===== src/rtl/xlat_pkg.sv =====
package xlat_pkg;

   typedef enum logic [1:0] {
      INV_ALL  = 2'b00,
      INV_ID   = 2'b01,
      INV_KEY  = 2'b10,
      INV_NONE = 2'b11
   } inv_kind_e;

endpackage


===== src/rtl/xlat_match.sv =====
// One slot's key comparators: lookup, fill and both invalidation forms.
module xlat_match #(
   parameter int ID_W = 16,
   parameter int VA_W = 48
) (
   input  logic            vld,
   input  logic [ID_W-1:0] e_id,
   input  logic [VA_W-1:0] e_addr,
   input  logic [ID_W-1:0] lk_id,
   input  logic [VA_W-1:0] lk_addr,
   input  logic [ID_W-1:0] fl_id,
   input  logic [VA_W-1:0] fl_addr,
   input  logic [ID_W-1:0] iv_id,
   input  logic [VA_W-1:0] iv_addr,
   output logic            lk_hit,
   output logic            fl_hit,
   output logic            iv_id_hit,
   output logic            iv_key_hit
);
   logic iv_id_eq;

   assign lk_hit     = vld && (e_id == lk_id) && (e_addr == lk_addr);
   assign fl_hit     = vld && (e_id == fl_id) && (e_addr == fl_addr);
   assign iv_id_eq   = vld && (e_id == iv_id);
   assign iv_id_hit  = iv_id_eq;
   assign iv_key_hit = iv_id_eq && (e_addr == iv_addr);
endmodule


===== src/rtl/xlat_victim.sv =====
// Chooses the slot a fill writes: existing key, else lowest empty, else round-robin.
module xlat_victim #(
   parameter int ENTRIES = 8,
   localparam int IDX_W = $clog2(ENTRIES)
) (
   input  logic [ENTRIES-1:0] vld,
   input  logic [ENTRIES-1:0] same_key,
   input  logic [IDX_W-1:0]   rr_ptr,
   output logic [IDX_W-1:0]   slot,
   output logic               evict
);
   logic [IDX_W-1:0] key_idx;
   logic [IDX_W-1:0] free_idx;

   always_comb begin
      key_idx  = '0;
      free_idx = '0;
      for (int e = ENTRIES - 1; e >= 0; e--) begin
         if (same_key[e]) key_idx = IDX_W'(e);
         if (!vld[e])     free_idx = IDX_W'(e);
      end
   end

   always_comb begin
      if (|same_key) begin
         slot  = key_idx;
         evict = 1'b0;
      end else if (!(&vld)) begin
         slot  = free_idx;
         evict = 1'b0;
      end else begin
         slot  = rr_ptr;
         evict = 1'b1;
      end
   end
endmodule


===== src/rtl/xlat_cache.sv =====
module xlat_cache
   import xlat_pkg::*;
#(
   parameter int ENTRIES = 8,
   parameter int ID_W    = 16,
   parameter int VA_W    = 48,
   parameter int OA_W    = 48,
   parameter int PERM_W  = 2,
   localparam int IDX_W  = $clog2(ENTRIES)
) (
   input  logic              clk,
   input  logic              rst_n,
   input  logic              lk_req,
   input  logic [ID_W-1:0]   lk_id,
   input  logic [VA_W-1:0]   lk_addr,
   output logic              lk_done,
   output logic              lk_hit,
   output logic [OA_W-1:0]   lk_oa,
   output logic [OA_W-1:0]   lk_mask,
   output logic [PERM_W-1:0] lk_perm,
   input  logic              fill_en,
   input  logic [ID_W-1:0]   fill_id,
   input  logic [VA_W-1:0]   fill_addr,
   input  logic [OA_W-1:0]   fill_oa,
   input  logic [OA_W-1:0]   fill_mask,
   input  logic [PERM_W-1:0] fill_perm,
   input  logic              inv_en,
   input  logic [1:0]        inv_kind,
   input  logic [ID_W-1:0]   inv_id,
   input  logic [VA_W-1:0]   inv_addr
);

   if (ENTRIES < 2) begin : g_bad_entries
      $error("xlat_cache: ENTRIES must be at least 2");
   end
   if (ID_W < 1 || VA_W < 1 || OA_W < 1 || PERM_W < 1) begin : g_bad_width
      $error("xlat_cache: all widths must be positive");
   end

   // slot state
   logic [ENTRIES-1:0] vld_q;
   logic [ID_W-1:0]    id_q   [ENTRIES];
   logic [VA_W-1:0]    addr_q [ENTRIES];
   logic [OA_W-1:0]    oa_q   [ENTRIES];
   logic [OA_W-1:0]    mask_q [ENTRIES];
   logic [PERM_W-1:0]  perm_q [ENTRIES];
   logic [IDX_W-1:0]   rr_q;

   // per-slot comparisons
   logic [ENTRIES-1:0] lk_vec;
   logic [ENTRIES-1:0] fl_vec;
   logic [ENTRIES-1:0] iid_vec;
   logic [ENTRIES-1:0] ikey_vec;

   for (genvar e = 0; e < ENTRIES; e++) begin : g_slot
      xlat_match #(.ID_W(ID_W), .VA_W(VA_W)) u_match (
         .vld       (vld_q[e]),
         .e_id      (id_q[e]),
         .e_addr    (addr_q[e]),
         .lk_id     (lk_id),
         .lk_addr   (lk_addr),
         .fl_id     (fill_id),
         .fl_addr   (fill_addr),
         .iv_id     (inv_id),
         .iv_addr   (inv_addr),
         .lk_hit    (lk_vec[e]),
         .fl_hit    (fl_vec[e]),
         .iv_id_hit (iid_vec[e]),
         .iv_key_hit(ikey_vec[e])
      );
   end

   // invalidation decode: slots to clear this cycle
   inv_kind_e          kind;
   logic [ENTRIES-1:0] kill_vec;

   assign kind = inv_kind_e'(inv_kind);

   always_comb begin
      kill_vec = '0;
      if (inv_en) begin
         unique case (kind)
            INV_ALL:  kill_vec = '1;
            INV_ID:   kill_vec = iid_vec;
            INV_KEY:  kill_vec = ikey_vec;
            INV_NONE: kill_vec = '0;
         endcase
      end
   end

   // fill placement; invalidation wins over a fill in the same cycle
   logic [IDX_W-1:0] fl_slot;
   logic             fl_evict;
   logic             do_fill;

   xlat_victim #(.ENTRIES(ENTRIES)) u_victim (
      .vld     (vld_q),
      .same_key(fl_vec),
      .rr_ptr  (rr_q),
      .slot    (fl_slot),
      .evict   (fl_evict)
   );

   assign do_fill = fill_en && !inv_en;

   always_ff @(posedge clk or negedge rst_n) begin
      if (!rst_n) begin
         vld_q <= '0;
         rr_q  <= '0;
      end else begin
         vld_q <= vld_q & ~kill_vec;
         if (do_fill) begin
            vld_q[fl_slot] <= 1'b1;
            if (fl_evict) begin
               rr_q <= (rr_q == IDX_W'(ENTRIES - 1)) ? '0 : rr_q + 1'b1;
            end
         end
      end
   end

   always_ff @(posedge clk) begin
      if (do_fill) begin
         id_q[fl_slot]   <= fill_id;
         addr_q[fl_slot] <= fill_addr;
         oa_q[fl_slot]   <= fill_oa;
         mask_q[fl_slot] <= fill_mask;
         perm_q[fl_slot] <= fill_perm;
      end
   end

   // lookup data select (one-hot and-or) and result register
   logic [OA_W-1:0]   sel_oa;
   logic [OA_W-1:0]   sel_mask;
   logic [PERM_W-1:0] sel_perm;
   logic              any_hit;

   always_comb begin
      sel_oa   = '0;
      sel_mask = '0;
      sel_perm = '0;
      for (int e = 0; e < ENTRIES; e++) begin
         sel_oa   = sel_oa   | (oa_q[e]   & {OA_W{lk_vec[e]}});
         sel_mask = sel_mask | (mask_q[e] & {OA_W{lk_vec[e]}});
         sel_perm = sel_perm | (perm_q[e] & {PERM_W{lk_vec[e]}});
      end
   end

   assign any_hit = lk_req && (|lk_vec);

   always_ff @(posedge clk or negedge rst_n) begin
      if (!rst_n) begin
         lk_done <= 1'b0;
         lk_hit  <= 1'b0;
         lk_oa   <= '0;
         lk_mask <= '0;
         lk_perm <= '0;
      end else begin
         lk_done <= lk_req;
         lk_hit  <= any_hit;
         lk_oa   <= any_hit ? sel_oa   : '0;
         lk_mask <= any_hit ? sel_mask : '0;
         lk_perm <= any_hit ? sel_perm : '0;
      end
   end

endmodule


===== config.mk =====
export PLATFORM = sky130hd
export DESIGN_NAME = xlat_cache
export DESIGN_NICKNAME = d
export VERILOG_FILES = /design/src/rtl/xlat_pkg.sv /design/src/rtl/xlat_match.sv /design/src/rtl/xlat_victim.sv /design/src/rtl/xlat_cache.sv
export SDC_FILE = /design/constraint.sdc
export NUM_CORES = 2
export LEC_CHECK = 0
export BUFFER_PORTS_ARGS = -buffer_cell sky130_fd_sc_hd__buf_4
export CELL_PAD_IN_SITES_DETAIL_PLACEMENT = 0
export CELL_PAD_IN_SITES_GLOBAL_PLACEMENT = 1
export CORE_MARGIN = 1.5
export CORE_UTILIZATION = 38
export CTS_BUF_LIST = sky130_fd_sc_hd__clkbuf_2
export DETAILED_ROUTE_END_ITERATION = 10
export HOLD_SLACK_MARGIN = 0.05
export PLACE_DENSITY_LB_ADDON = 0.1
export SKIP_CTS_REPAIR_TIMING = 1
export SYNTH_ARGS = -nofsm -noshare
export SYNTH_HDL_FRONTEND = slang
export SYNTH_SLANG_ARGS = --single-unit

===== constraint.sdc =====
create_clock -name clk -period 9.65 [get_ports clk]
set_input_delay 1.4475 -clock clk [delete_from_list [all_inputs] [get_ports clk]]
set_output_delay 1.4475 -clock clk [all_outputs]
set_load 0.02 [all_outputs]

Yosys cells after proc, flatten, opt, wreduce, memory -nomap -nowiden

Memories as Yosys holds them, arrays and structs flattened.
Index checks and enable logic that the tools add are counted.
Widths: inputs -> output; s select.

Register bits: 111
Latch bits: 0
Bits in writable memories: 1296
ROM bits: 0
Input bits: 297
Output and inout port bits: 100
Logic and storage cells: 203
Memories: 5

Memories:

| name   | depth | width | rd ports | clocked after Yosys merged registers in | wr ports | line             | source |
|---|---|---|---|---|---|---|---|
| addr_q | 8     | 48    | 8        | 0                                       | 1        | xlat_cache.sv:43 | `logic [VA_W-1:0] addr_q [ENTRIES];` |
| mask_q | 8     | 48    | 8        | 0                                       | 1        | xlat_cache.sv:45 | `logic [OA_W-1:0] mask_q [ENTRIES];` |
| oa_q   | 8     | 48    | 8        | 0                                       | 1        | xlat_cache.sv:44 | `logic [OA_W-1:0] oa_q [ENTRIES];` |
| id_q   | 8     | 16    | 8        | 0                                       | 1        | xlat_cache.sv:42 | `logic [ID_W-1:0] id_q [ENTRIES];` |
| perm_q | 8     | 2     | 8        | 0                                       | 1        | xlat_cache.sv:46 | `logic [PERM_W-1:0] perm_q [ENTRIES];` |

$add $sub $neg: 1
Multiply operators: 0
Div/mod/pow operators: 0
$lt $le $gt $ge: 2
Eq/ne operators: 52
Shifts and indexed selects: 0
Multiplexer cells: 31
Bitwise logic cells: 48
Reduce and logical (&&, ||, !) cells: 57

Operators by type and width:

| operator            | number |
|---|---|
| $eq 48x48->1        | 24 |
| $and 48x48->48      | 16 |
| $or 48x48->48       | 14 |
| $eq 16x16->1        | 24 |
| $mux 48             | 2 |
| $mux 3              | 19 |
| $logic_and 1x1->1   | 51 |
| $pmux 8 s4          | 1 |
| $and 2x2->2         | 8 |
| $mux 8              | 2 |
| $reduce_or 8->1     | 2 |
| $or 2x2->2          | 7 |
| $and 8x8->8         | 1 |
| $not 8->8           | 1 |
| $or 8x8->8          | 1 |
| $reduce_and 8->1    | 1 |
| $mux 1              | 5 |
| $eq 2x2->1 const B  | 2 |
| $lt 3x4->1 const B  | 1 |
| $add 3x1->3 const B | 1 |
| $demux 1 s3         | 1 |
| $eq 3x3->1 const B  | 1 |
| $ge 3x1->1 const B  | 1 |
| $eq 2x1->1 const B  | 1 |
| 4 further kinds     | 4 |

Longest topological paths before layout

Depth after elaboration: 18
Gate-level depth with buffers: 13
Depth with buffers taken out: 10

Cells and area by module

A second synthesis with hierarchy kept.

Cell total of the unflattened synthesis: 4351
Area total of the unflattened synthesis: 63753.6 um2

Modules (own cells, without submodules):

| module      | instances | cells each | area an instance (um2) | seq. area each (um2) |
|---|---|---|---|---|
| xlat_cache  | 1         | 2057       | 46273.1                | 41695.0 |
| xlat_match  | 8         | 283        | 2163.3                 | 0.0 |
| xlat_victim | 1         | 30         | 173.9                  | 0.0 |

Least setup slack after synthesis

Ideal clock, no wire load.

Path type: input to register
Start: input fill_id[11]
End: memory addr_q[2][0], enable pin
Setup time: 0.686 ns
Arrival: 10.315 ns
Data required time: 8.964 ns
Slack: -1.351 ns
Cell stages on the path: 11
Path buffers: 1
Path through: buf_4 -> xnor2_1 -> o221ai_1 -> a2111oi_0 -> nand4_1 -> nor4_1 -> nor4_1 -> a21boi_1 -> or3b_2 -> or2_1 -> nor2_1

Word-level cells in the longest chain between the ends: 12
Elaborated cells on any way between the ends: 34
Classes of those cells: eq/ne: 8; mux: 9; reduce/logical: 17

RTL lines:

| what                            | line              | source |
|---|---|---|
| from (decl)                     | xlat_cache.sv:22  | `input logic [ID_W-1:0] fill_id,` |
| $eq 16x16->1                    | xlat_match.sv:23  | `assign fl_hit = vld && (e_id == fl_id) && (e_addr == fl_addr);` |
| $logic_and 1x1->1 (2 in series) | xlat_match.sv:23  |  |
| $mux 3 (8 in series)            | xlat_victim.sv:19 | `if (same_key[e]) key_idx = IDX_W'(e);` |
| $mux 3 *                        | xlat_victim.sv:25 | `if (\|same_key) begin` |
| to (decl)                       | xlat_cache.sv:43  |  |

Every way passes the cells marked *; elsewhere a longest branch is shown, timed or not.

==> impl_results.md <==
* CP Max Fanout at 21
* Peak supply drop at 141 uV
* Sequential Power Share at 53.9%
* Avg Inst Size Synth at 14.2 um2
* Sw power at 4.51 mW
* Share of cells above drive strength 1 at 19.7%
* Maxcap violations at 4
* Detailed-route DRC error count at 0
* Clk sinks at 1407
* Root Buffer: clkbuf_2
* Clk buf depth at 4
* Area taken by multi-input logic gates at 0.0211 mm2
* H-tree Lvls at 5
* Largest net degree at the start of global routing at 100
* Worst Max-Slew Pin Slew at 1660 ps
* Reg area at 0.0417 mm2
* Post-Synthesis Net Count at 4854
* Sw Share at 33.1%
* Global route total overflow at 0
* Top_reg_cell synth: edfxtp_1
* Post-synth EDFFs at 1296
* Router iterations before antenna repair at 7
* Crit Path Category: register to register
* Final ANT Viol Nets at 0
* DIE WIDTH at 415 um
* Vias at 50795
* Final Cycle Share at 64.0%
* Setup Viol. Count Final at 0
* Hold slack at about 110 ps
* Max Slew Vio Count at 6
* Area grow syn2layout at 16.8%
* Syn. warnings at 0
* Starting DRT DRC Count at 7968
* Mapped cell area at approximately 0.064 mm2
* Peak Freq at 162 MHz
* WL/cell at 51.2 um
* First-pass GRT wire length at 504 mm
* Post-Place Setup Slack at 2620 ps
* Worst skew pair latency at 2030 ps
* Reg clk slew, reported paths at 110 ps
* Failing checks: max-capacitance violations, max-slew violations
* Lkg Pwr at about 26 nW
* Starting Density at 38.2%
* DP Wirelength at 276 mm
* Buffers added on ports at just under 400
* Num rows at about 150
* CP endpoint kind: register
* Tmin final at approximately 6000 ps
* Core Region at about 0.17 mm2
* PD cells at between 150 and 200 mW/mm2
* Layout Utilization at 44.6%
* Initial antenna violation count at between 50 and 60
* CP startpoint kind: register
* Filler Cell Count at ~16000
* WP data arrival at slightly below 8000 ps
* TritonCTS buffer count at approximately 380
* RePlAce Congestion at 1.10
* Hold Vio Cnt, Final at 0
* Hold WC Path Type: input pin to async pin
* Required @ worst endpoint at ~11000 ps
* Tot GR Track Use at 45.8%
* Vias in the first global route at between 40000 and 50000
* Cell Int Power at 9.13 mW
* Gate power share at roughly 14%
* Final WS setup at ~3500 ps
* Clock power frac at 32.0%
* Cell variety after synth at 60
* Final #Nets at 5600
* Vias per cell at 6.46
* Number of synthesized register bits at about 1400
* Die area at 0.172 mm2
* Seq/Total Area, Yosys at 64.6%
* Synth async-reset ratio at 7.89%
* Status: complete, but fails checks
* Total Routed Length at 403 mm
* Pwr Total at between 10 and 15 mW
* CTS tree: done
* IO Pins at 397
* Layout Skew at about 180 ps
* Relative max-transition margin at -11.4%
* DIE HEIGHT at 415 um
* RSZ-0062 raised after global routing: false
* Cells after synthesis at 4555
[placed cells by master, fill, tap and decap left out, drive strengths merged, types with 99 or more instances in the layout]
cell type / n
a221oi: 150
a22o: 122
a22oi: 126
a31oi: 99
buf: 482
clkbuf: 543
clkinv: 138
dfrtp: 111
dlygate4sd3: 163
edfxtp: 1296
inv: 195
nand4: 188
nor4: 224
xnor2: 563
xor2: 687
[per-stage QoR]
step | setup TNS, ps | std cells | instance area, um2
after floorplan | -437630 | 4555 | 64500
after global placement | 0 | 6966 | 70100
after detailed placement | 0 | 6967 | 70100
after CTS | 0 | 7661 | 73500
after global routing | 0 | 7842 | 75300
final | 0 | 7861 | 75300
[critical path, cell delays in order (launching register included)]
cell       delay [ps]
edfxtp_1          610
xnor2_1           460
nand4_1           150
nor4_1            610
nand3_1           390
nor4bb_2         1110
a2111oi_0         240
and2_1            270
nand2_1           100
o21ai_1           340
nor2_4            940
buf_4             490
[power groups by stage]
stage          sequential (mW)  clock, mW  combinational (mW)
4_1_cts                   7.32       4.40                1.74
3_3_place_gp              7.46          0                1.75
5_1_grt                   7.35       4.71                1.89
2_1_floorplan             7.33          0               0.737
6_report                  7.35       4.37                1.92
3_5_place_dp              7.46          0                1.74
[sequential cells by signal (all words and copies together), names as in the netlist, 2 cells and up]
signal	flops
addr_q	384
id_q	128
lk_mask	48
lk_oa	48
lk_perm	2
mask_q	384
oa_q	384
perm_q	16
rr_q	3
vld_q	8
[path summary, 6_finish.rpt]
check	start	to	slack, ps	depth (start not counted)
setup / recovery	addr_q[5][15]$_DFFE_PP_	oa_q[4][4]$_DFFE_PP_	3480	11
hold / removal	rst_n	lk_oa[28]$_DFF_PN0_	110	3
setup reg to reg	addr_q[5][15]$_DFFE_PP_	oa_q[4][4]$_DFFE_PP_	3480	11
hold reg to reg	oa_q[7][23]$_DFFE_PP_	lk_oa[23]$_DFF_PN0_	500	2
max in group asynchronous	rst_n	lk_perm[0]$_DFF_PN0_	8670	3
min in group clk	fill_addr[20]	addr_q[3][20]$_DFFE_PP_	170	2
[area by class of cell]
type | instances | share of cell area, %
antenna | 33 | 0.110
inverter | 187 | 0.932
sequential | 1407 | 55.4
clock inverter | 151 | 0.935
multi-input combinational | 2677 | 28.0
clock buffer | 543 | 3.61
tap | 2218 | 3.69
timing repair buffer | 645 | 7.39
[cells in the mapped netlist (all sizes together) (36+ instances only)]
| cell type | instances | share of area [%] |
|---|---|---|
| a221oi | 150 | 2.0 |
| a222oi | 51 | 0.79 |
| a22o | 122 | 1.7 |
| a22oi | 126 | 1.5 |
| a31oi | 99 | 0.96 |
| buf | 150 | 1.2 |
| clkbuf | 134 | 0.78 |
| dfrtp | 111 | 4.3 |
| edfxtp | 1296 | 60 |
| inv | 187 | 1.1 |
| nand2 | 72 | 0.42 |
| nand2b | 38 | 0.37 |
| nand4 | 188 | 1.8 |
| nor3 | 36 | 0.29 |
| nor4 | 224 | 2.3 |
| o22ai | 89 | 0.86 |
| xnor2 | 563 | 7.6 |
| xor2 | 687 | 9.3 |
[metal layers]
metal	GRT usage [%]	wire length, um	up-vias
li1	-	-	19226
met1	51.7	139000	25875
met2	67.5	174000	4266
met3	16.7	45200	1402
met4	42.0	44400	26
met5	0.0834	166	-
[cells by family after synthesis]
logic type	share of synthesized area (%)
compound gates	9.27
flops	64.6
xor+xnor	17.0
mux	0.0349
fa+ha+maj	0.0388
simple gates	6.00
buf+inv	3.04
Power figures use the tool's default switching activity.
